## src/rtl/pwm_timebase_pkg.sv

```systemverilog
package pwm_timebase_pkg;

    typedef enum logic [1:0] {
        MODE_RISE   = 2'd0,
        MODE_FALL   = 2'd1,
        MODE_UPDOWN = 2'd2,
        MODE_RSV    = 2'd3
    } cnt_mode_e;

    typedef enum logic {
        CNT_RISE = 1'b0,
        CNT_FALL = 1'b1
    } dir_state_e;

endpackage

```

## src/rtl/ptb_prescaler.sv

```systemverilog
module ptb_prescaler #(
    parameter int DIV_W = 8
) (
    input  logic             clk,
    input  logic             rst_n,
    input  logic             en_i,
    input  logic             restart_i,
    input  logic [DIV_W-1:0] div_i,
    output logic             tick_o
);
    localparam logic [DIV_W-1:0] ONE = DIV_W'(1);

    logic [DIV_W-1:0] pre_q;
    logic [DIV_W-1:0] eff_div;

    assign eff_div = (div_i == '0) ? ONE : div_i;
    assign tick_o  = en_i && !restart_i && (pre_q >= eff_div - ONE);

    always_ff @(posedge clk or negedge rst_n) begin
        if (!rst_n) begin
            pre_q <= '0;
        end else if (en_i) begin
            if (restart_i || tick_o) begin
                pre_q <= '0;
            end else begin
                pre_q <= pre_q + ONE;
            end
        end
    end

    AST_TICK_SPACING: assert property (@(posedge clk) disable iff (!rst_n)
        tick_o |=> (!tick_o || eff_div == ONE));

endmodule

```

## src/rtl/ptb_period_reg.sv

```systemverilog
module ptb_period_reg #(
    parameter int              CNT_W   = 16,
    parameter logic [CNT_W-1:0] PER_RST = '1
) (
    input  logic             clk,
    input  logic             rst_n,
    input  logic             shadow_i,
    input  logic             we_i,
    input  logic [CNT_W-1:0] wdata_i,
    input  logic             zero_tick_i,
    output logic [CNT_W-1:0] per_o
);
    logic [CNT_W-1:0] shd_q;
    logic [CNT_W-1:0] act_q;

    always_ff @(posedge clk or negedge rst_n) begin
        if (!rst_n) begin
            shd_q <= PER_RST;
        end else if (we_i) begin
            shd_q <= wdata_i;
        end
    end

    always_ff @(posedge clk or negedge rst_n) begin
        if (!rst_n) begin
            act_q <= PER_RST;
        end else if (we_i && !shadow_i) begin
            act_q <= wdata_i;
        end else if (shadow_i && zero_tick_i) begin
            act_q <= we_i ? wdata_i : shd_q;
        end
    end

    assign per_o = act_q;

    AST_DIRECT_WRITE: assert property (@(posedge clk) disable iff (!rst_n)
        (we_i && !shadow_i) |=> (per_o == $past(wdata_i)));

    AST_SHADOW_HOLD: assert property (@(posedge clk) disable iff (!rst_n)
        (shadow_i && !zero_tick_i) |=> $stable(per_o));

endmodule

```

## src/rtl/ptb_counter.sv

```systemverilog
module ptb_counter
    import pwm_timebase_pkg::*;
#(
    parameter int CNT_W = 16
) (
    input  logic             clk,
    input  logic             rst_n,
    input  logic             en_i,
    input  logic             tick_i,
    input  logic             sync_i,
    input  logic [CNT_W-1:0] phase_i,
    input  cnt_mode_e        mode_i,
    input  logic [CNT_W-1:0] per_i,
    output logic [CNT_W-1:0] cnt_o,
    output logic             zero_tick_o,
    output logic             evt_zero_o,
    output logic             evt_per_o,
    output logic             sync_o
);
    localparam logic [CNT_W-1:0] ZERO = '0;
    localparam logic [CNT_W-1:0] ONE  = CNT_W'(1);

    dir_state_e       state_q, nxt_state;
    logic [CNT_W-1:0] cnt_q, nxt_cnt;

    // next count and direction for one tick
    always_comb begin
        nxt_cnt   = cnt_q;
        nxt_state = state_q;
        case (mode_i)
            MODE_FALL: begin
                nxt_state = CNT_FALL;
                nxt_cnt   = (cnt_q == ZERO) ? per_i : cnt_q - ONE;
            end
            MODE_UPDOWN: begin
                unique case (state_q)
                    CNT_RISE: begin
                        if (cnt_q >= per_i) begin
                            nxt_state = CNT_FALL;
                            nxt_cnt   = (cnt_q == ZERO) ? ZERO : cnt_q - ONE;
                        end else begin
                            nxt_cnt   = cnt_q + ONE;
                            nxt_state = (cnt_q + ONE == per_i) ? CNT_FALL : CNT_RISE;
                        end
                    end
                    CNT_FALL: begin
                        if (cnt_q == ZERO) begin
                            nxt_state = CNT_RISE;
                            nxt_cnt   = (per_i == ZERO) ? ZERO : ONE;
                        end else begin
                            nxt_cnt   = cnt_q - ONE;
                            nxt_state = (cnt_q == ONE) ? CNT_RISE : CNT_FALL;
                        end
                    end
                endcase
            end
            default: begin
                nxt_state = CNT_RISE;
                nxt_cnt   = (cnt_q >= per_i) ? ZERO : cnt_q + ONE;
            end
        endcase
    end

    assign zero_tick_o = tick_i && (nxt_cnt == ZERO);

    // state register
    always_ff @(posedge clk or negedge rst_n) begin
        if (!rst_n) begin
            state_q <= CNT_RISE;
        end else if (tick_i) begin
            state_q <= nxt_state;
        end
    end

    // outputs: count, strobes, cascade sync
    always_ff @(posedge clk or negedge rst_n) begin
        if (!rst_n) begin
            cnt_q      <= ZERO;
            evt_zero_o <= 1'b0;
            evt_per_o  <= 1'b0;
            sync_o     <= 1'b0;
        end else begin
            evt_zero_o <= zero_tick_o;
            evt_per_o  <= tick_i && (nxt_cnt == per_i);
            if (en_i && sync_i) begin
                cnt_q <= phase_i;
            end else if (tick_i) begin
                cnt_q <= nxt_cnt;
            end
            if (!en_i) begin
                sync_o <= 1'b0;
            end else if (zero_tick_o) begin
                sync_o <= 1'b1;
            end else if (tick_i) begin
                sync_o <= 1'b0;
            end
        end
    end

    assign cnt_o = cnt_q;

    AST_SYNC_LOAD: assert property (@(posedge clk) disable iff (!rst_n)
        (en_i && sync_i) |=> (cnt_o == $past(phase_i)));

    AST_HOLD_OFF: assert property (@(posedge clk) disable iff (!rst_n)
        !en_i |=> ($stable(cnt_o) && !evt_zero_o && !evt_per_o));

    AST_PER_STROBE: assert property (@(posedge clk) disable iff (!rst_n)
        evt_per_o |-> (cnt_o == $past(per_i)));

    AST_SYNCOUT_OFF: assert property (@(posedge clk) disable iff (!rst_n)
        !en_i |=> !sync_o);

endmodule

```

## src/rtl/pwm_timebase.sv

```systemverilog
module pwm_timebase
    import pwm_timebase_pkg::*;
#(
    parameter int               CNT_W   = 16,
    parameter int               DIV_W   = 8,
    parameter logic [CNT_W-1:0] PER_RST = '1
) (
    input  logic             clk,
    input  logic             rst_n,
    input  logic             en,
    input  logic [DIV_W-1:0] cfg_div,
    input  logic [1:0]       cfg_mode,
    input  logic             cfg_shadow,
    input  logic [CNT_W-1:0] cfg_phase,
    input  logic             per_we,
    input  logic [CNT_W-1:0] per_wdata,
    input  logic             sync_in,
    input  logic             irq_zero_en,
    input  logic             irq_per_en,
    input  logic             irq_clr,
    output logic [CNT_W-1:0] cnt,
    output logic             evt_zero,
    output logic             evt_per,
    output logic             sync_out,
    output logic             irq
);
    logic             tick;
    logic             zero_tick;
    logic             sync_load;
    logic             irq_set;
    logic [CNT_W-1:0] per_act;

    assign sync_load = en && sync_in;

    ptb_prescaler #(.DIV_W(DIV_W)) u_pre (
        .clk       (clk),
        .rst_n     (rst_n),
        .en_i      (en),
        .restart_i (sync_load),
        .div_i     (cfg_div),
        .tick_o    (tick)
    );

    ptb_period_reg #(.CNT_W(CNT_W), .PER_RST(PER_RST)) u_per (
        .clk         (clk),
        .rst_n       (rst_n),
        .shadow_i    (cfg_shadow),
        .we_i        (per_we),
        .wdata_i     (per_wdata),
        .zero_tick_i (zero_tick),
        .per_o       (per_act)
    );

    ptb_counter #(.CNT_W(CNT_W)) u_cnt (
        .clk         (clk),
        .rst_n       (rst_n),
        .en_i        (en),
        .tick_i      (tick),
        .sync_i      (sync_in),
        .phase_i     (cfg_phase),
        .mode_i      (cnt_mode_e'(cfg_mode)),
        .per_i       (per_act),
        .cnt_o       (cnt),
        .zero_tick_o (zero_tick),
        .evt_zero_o  (evt_zero),
        .evt_per_o   (evt_per),
        .sync_o      (sync_out)
    );

    assign irq_set = (evt_zero && irq_zero_en) || (evt_per && irq_per_en);

    always_ff @(posedge clk or negedge rst_n) begin
        if (!rst_n) begin
            irq <= 1'b0;
        end else if (irq_set) begin
            irq <= 1'b1;
        end else if (irq_clr) begin
            irq <= 1'b0;
        end
    end

    AST_IRQ_SET: assert property (@(posedge clk) disable iff (!rst_n)
        ((evt_zero && irq_zero_en) || (evt_per && irq_per_en)) |=> irq);

    AST_ZERO_STROBE: assert property (@(posedge clk) disable iff (!rst_n)
        evt_zero |-> (cnt == '0));

    AST_SYNC_WITH_ZERO: assert property (@(posedge clk) disable iff (!rst_n)
        evt_zero |-> sync_out);

endmodule

```

## config.mk

```make
export PLATFORM = sky130hd
export DESIGN_NAME = pwm_timebase
export DESIGN_NICKNAME = d
export VERILOG_FILES = /design/src/rtl/pwm_timebase_pkg.sv /design/src/rtl/ptb_prescaler.sv /design/src/rtl/ptb_period_reg.sv /design/src/rtl/ptb_counter.sv /design/src/rtl/pwm_timebase.sv
export SDC_FILE = /design/constraint.sdc
export NUM_CORES = 1
export LEC_CHECK = 0
export ABC_AREA = 1
export BUFFER_PORTS_ARGS = -buffer_cell sky130_fd_sc_hd__buf_2
export CORE_MARGIN = 2
export CORE_UTILIZATION = 51
export CTS_CLUSTER_SIZE = 30
export DETAILED_ROUTE_END_ITERATION = 8
export PLACE_DENSITY = 0.72
export RECOVER_POWER = 50
export SYNTH_ARGS = -nofsm -noshare
export SYNTH_HDL_FRONTEND = slang
export SYNTH_SLANG_ARGS = --single-unit
```

## constraint.sdc

```tcl
create_clock -name clk -period 3.45 [get_ports clk]
set_input_delay 0.5175 -clock clk [delete_from_list [all_inputs] [get_ports clk]]
set_output_delay 0.5175 -clock clk [all_outputs]
set_load 0.03 [all_outputs]
```

==> metrics.yaml <==
run_status:
  status: "completed"
critical_path:
  cpMaxStageDelayCell: "dfstp_2"
  cp-start-kind: "register"
  cp-end-kind: "register"
  criticalPathCategory: "reg2reg"
  worstPathMaxFanout: 16
  cp_data_required_time_ns: 3.74
  crit_top_cell: "nand2_1"
  crit_arrival_ns: 3.54
  max_stage_delay_ns: 0.56
  path_cells: "inv_1 > ha_1 > nand2_1 > inv_1 > nand2_1 > nor2_1 > nor2_1 > nand2_1 > nand2_4 > nand3_4 > buf_4 > nand2_1 > nand3_1 > nand2_1 > nand2_1 > nand2_2 > nor2_1 > nand2_1 > nor2_4 > nand3_4 > nand2_8 > nand3_1 > nand2_1"
worst_hold_path:
  hp-class: "in2reg"
global_route:
  antenna_found_initial: 0
  grt_use_total_pct: 31.1
  grt_pass1_vias: 5517
  grt_max_degree: 27
  grt_remaining_overflow: 0
  grt_pass1_wl_um: 28400
floorplanning:
  ioPinCount: 71
  die_w_um: 109
  coreArea_um2: 10800
  rows: 38
  fp.dieH_um: 109
  die_area_um2: 11900
  initial_utilization_pct: 52.1
route:
  dr.pass1.iters: 6
  antenna_left: 0
  drt-wirelength-per-cell_um: 16.2
  via_per_inst: 5.56
  vias: 6072
  drtIter0Drc: 607
  drc: 0
  totalWireLength_um: 17700
cts:
  cts-buffers-inserted: 9
  clock_latency_ns: 0.36
  htreeDepth: 3
  clockRootBuffer: "clkbuf_8"
  hold_buffers: 0
  cts_tree: "yes"
  cts_buffer_depth: 2
  clock_sinks: 61
  clk_pin_slew_ns: 0.08
layout:
  final_nets: 1030
  n_antenna_cell: 0
  final_util_pct: 62.3
  fill_cells: 1028
  drive_gt1_share_pct: 25.2
  syn_to_final_growth_pct: 19.5
  design_area_um2: 6720
run:
  max-cap-violations: 0
timing:
  max_freq_mhz: 308
  finalClockSkew_ns: 0.0153
  post-route-period-util_pct: 94.1
  fin_ws_ns: 0.205
  setup_violations: 0
  hold_viol: 0
  fin_crit_ns: 3.25
  worst_slew_pin_slew_ns: 1.44
  slew_headroom_pct: 4.07
  whs_ns: 0.380
  slew_violations: 0
power_and_ir_drop:
  combPwrFrac_pct: 53.7
  power_mw: 3.64
  ir_drop_uv: 235
  leakage_nw: 3.50
  switching_share_pct: 46.8
  clockPowerShare_pct: 19.1
  p_per_area_nw_per_um2: 541
  seqPwrFrac_pct: 27.2
  p_int_mw: 1.94
  p_sw_mw: 1.70
yosys:
  synth_warnings: 0
  ys_seq_area_share_pct: 27.8
  synth_top_area_cell: "nand2_1"
  ys_ff_latch: 61
  syn_nets: 915
  synthesis.area_um2: 5630
  synth_top_flop_cell: "dfstp_2"
  ys_top_cells_by_area: "nand2_1 18%, dfstp_2 15%, dfrtp_1 13%, ha_1 7.1%, nand3_1 6.6%"
  syn_area_per_cell_um2: 6.76
  synthArstFlopShare_pct: 100
  synth_top_cell_area_share_pct: 17.7
  synth-edff-count: 0
  synth_cells: 832
  ys_types: 45
place:
  post-dp-hpwl_um: 13800
  dpl_cell_area_um2: 6470
  gp_congestion: 1.01
  portBuffers: 70
  pre_cts_slack_ns: -0.205
## Yosys cell counts (17+ instances only)
cell / number
nand2_1: 265
inv_1: 79
nand3_1: 74
nor2_1: 63
dfstp_2: 32
ha_1: 32
dfrtp_1: 29
nand4_1: 29
xor2_1: 29
o21ai_0: 23
a21oi_1: 22
o21ai_1: 17
## per-layer routing
metal / GRT usage [%] / vias up / wire length (um)
met3: 6.16 / 65 / 1480
met4: 12.6 / 0 / 798
met1: 41.3 / 2740 / 7240
met5: 0 / - / 0
li1: - / 2961 / -
met2: 49.5 / 306 / 8140
## layout by cell type, fill, tap and decap left out, types with 11 or more instances in the layout
cell type / n
buf_2: 68
a21oi_1: 22
a22oi_1: 11
xor2_1: 29
inv_1: 79
o21ai_0: 23
o21ai_1: 17
dfstp_2: 32
nand3_2: 15
dfrtp_1: 29
buf_4: 59
nand3_1: 74
nand4_1: 29
nor2_1: 62
ha_1: 32
nand2_1: 265
## critical path, delay by kind of cell, from the launching register on
kind	cells	cell delay (ns)
DFF	1	0.56
and+or+nand+nor	19	1.94
adders and majority gates	1	0.32
buffers and inverters	3	0.36
## registers in the layout, summed over array words and instances (netlist names)
signal            flops
u_cnt.evt_zero_o      1
u_per.per_o          16
u_cnt.state_q         1
u_pre.pre_q           8
u_cnt.cnt_o          16
irq                   1
u_cnt.sync_o          1
u_cnt.evt_per_o       1
u_per.shd_q          16
## per-stage QoR
stage | setup TNS, ns | instances
finish | 0 | 1092
global route | -0.384 | 1092
CTS | 0 | 1092
detailed placement | -3.21 | 1076
global placement | -0.870 | 1076
floorplan | 0 | 832
## cells by family (layout without fill, tap and decap cells)
logic type	count (synthesis)	after routing	share of synthesized area, %
AOI/OAI and AO/OA	96	96	10.1
buffers and inverters	119	239	8.99
and+or+nand+nor	492	492	40.9
xor gates and xnor gates	32	32	4.98
DFF	61	61	27.8
adders and majority gates	32	32	7.12
## power by group through the flow
stage	combinational [mW]	clock, mW	sequential (mW)
6_report	1.96	0.694	0.989
5_1_grt	2.17	0.736	1.00
4_1_cts	1.90	0.701	0.987
3_5_place_dp	1.89	0	0.999
3_3_place_gp	1.87	0	0.996
2_1_floorplan	1.17	0	1.07
## repair_timing
item                                    4_1_cts  5_1_grt
gates resized for setup                       0        9
setup buffers                                 0        0
endpoints found under the setup margin        0       17
## layout make-up
cell class / instances / area, um^2 / share of cell area (%)
multi-input combinational: 652 / 3600 / 53.6
sequential: 61 / 1570 / 23.3
timing repair buffer: 133 / 830 / 12.3
inverter: 90 / 338 / 5.03
tap: 140 / 175 / 2.61
clock buffer: 11 / 153 / 2.27
clock inverter: 5 / 55.1 / 0.819
## path summary, 6_finish.rpt
path / from / end / slack, ns / cells after the start
setup / recovery: u_per.per_o[7]$_DFFE_PN1P_ / u_per.per_o[6]$_DFFE_PN1P_ / 0.20 / 23
hold / removal: per_wdata[14] / u_per.shd_q[14]$_DFF_PN1_ / 0.38 / 3
setup reg to reg: u_per.per_o[7]$_DFFE_PN1P_ / u_per.per_o[6]$_DFFE_PN1P_ / 0.20 / 23
hold reg to reg: u_per.shd_q[6]$_DFF_PN1_ / u_per.shd_q[6]$_DFF_PN1_ / 0.48 / 2
max in group asynchronous: rst_n / u_cnt.cnt_o[4]$_DFFE_PN0N_ / 1.41 / 2
min in group asynchronous: rst_n / u_cnt.cnt_o[12]$_DFFE_PN0N_ / 0.47 / 1
Power figures use the tool's default switching activity.
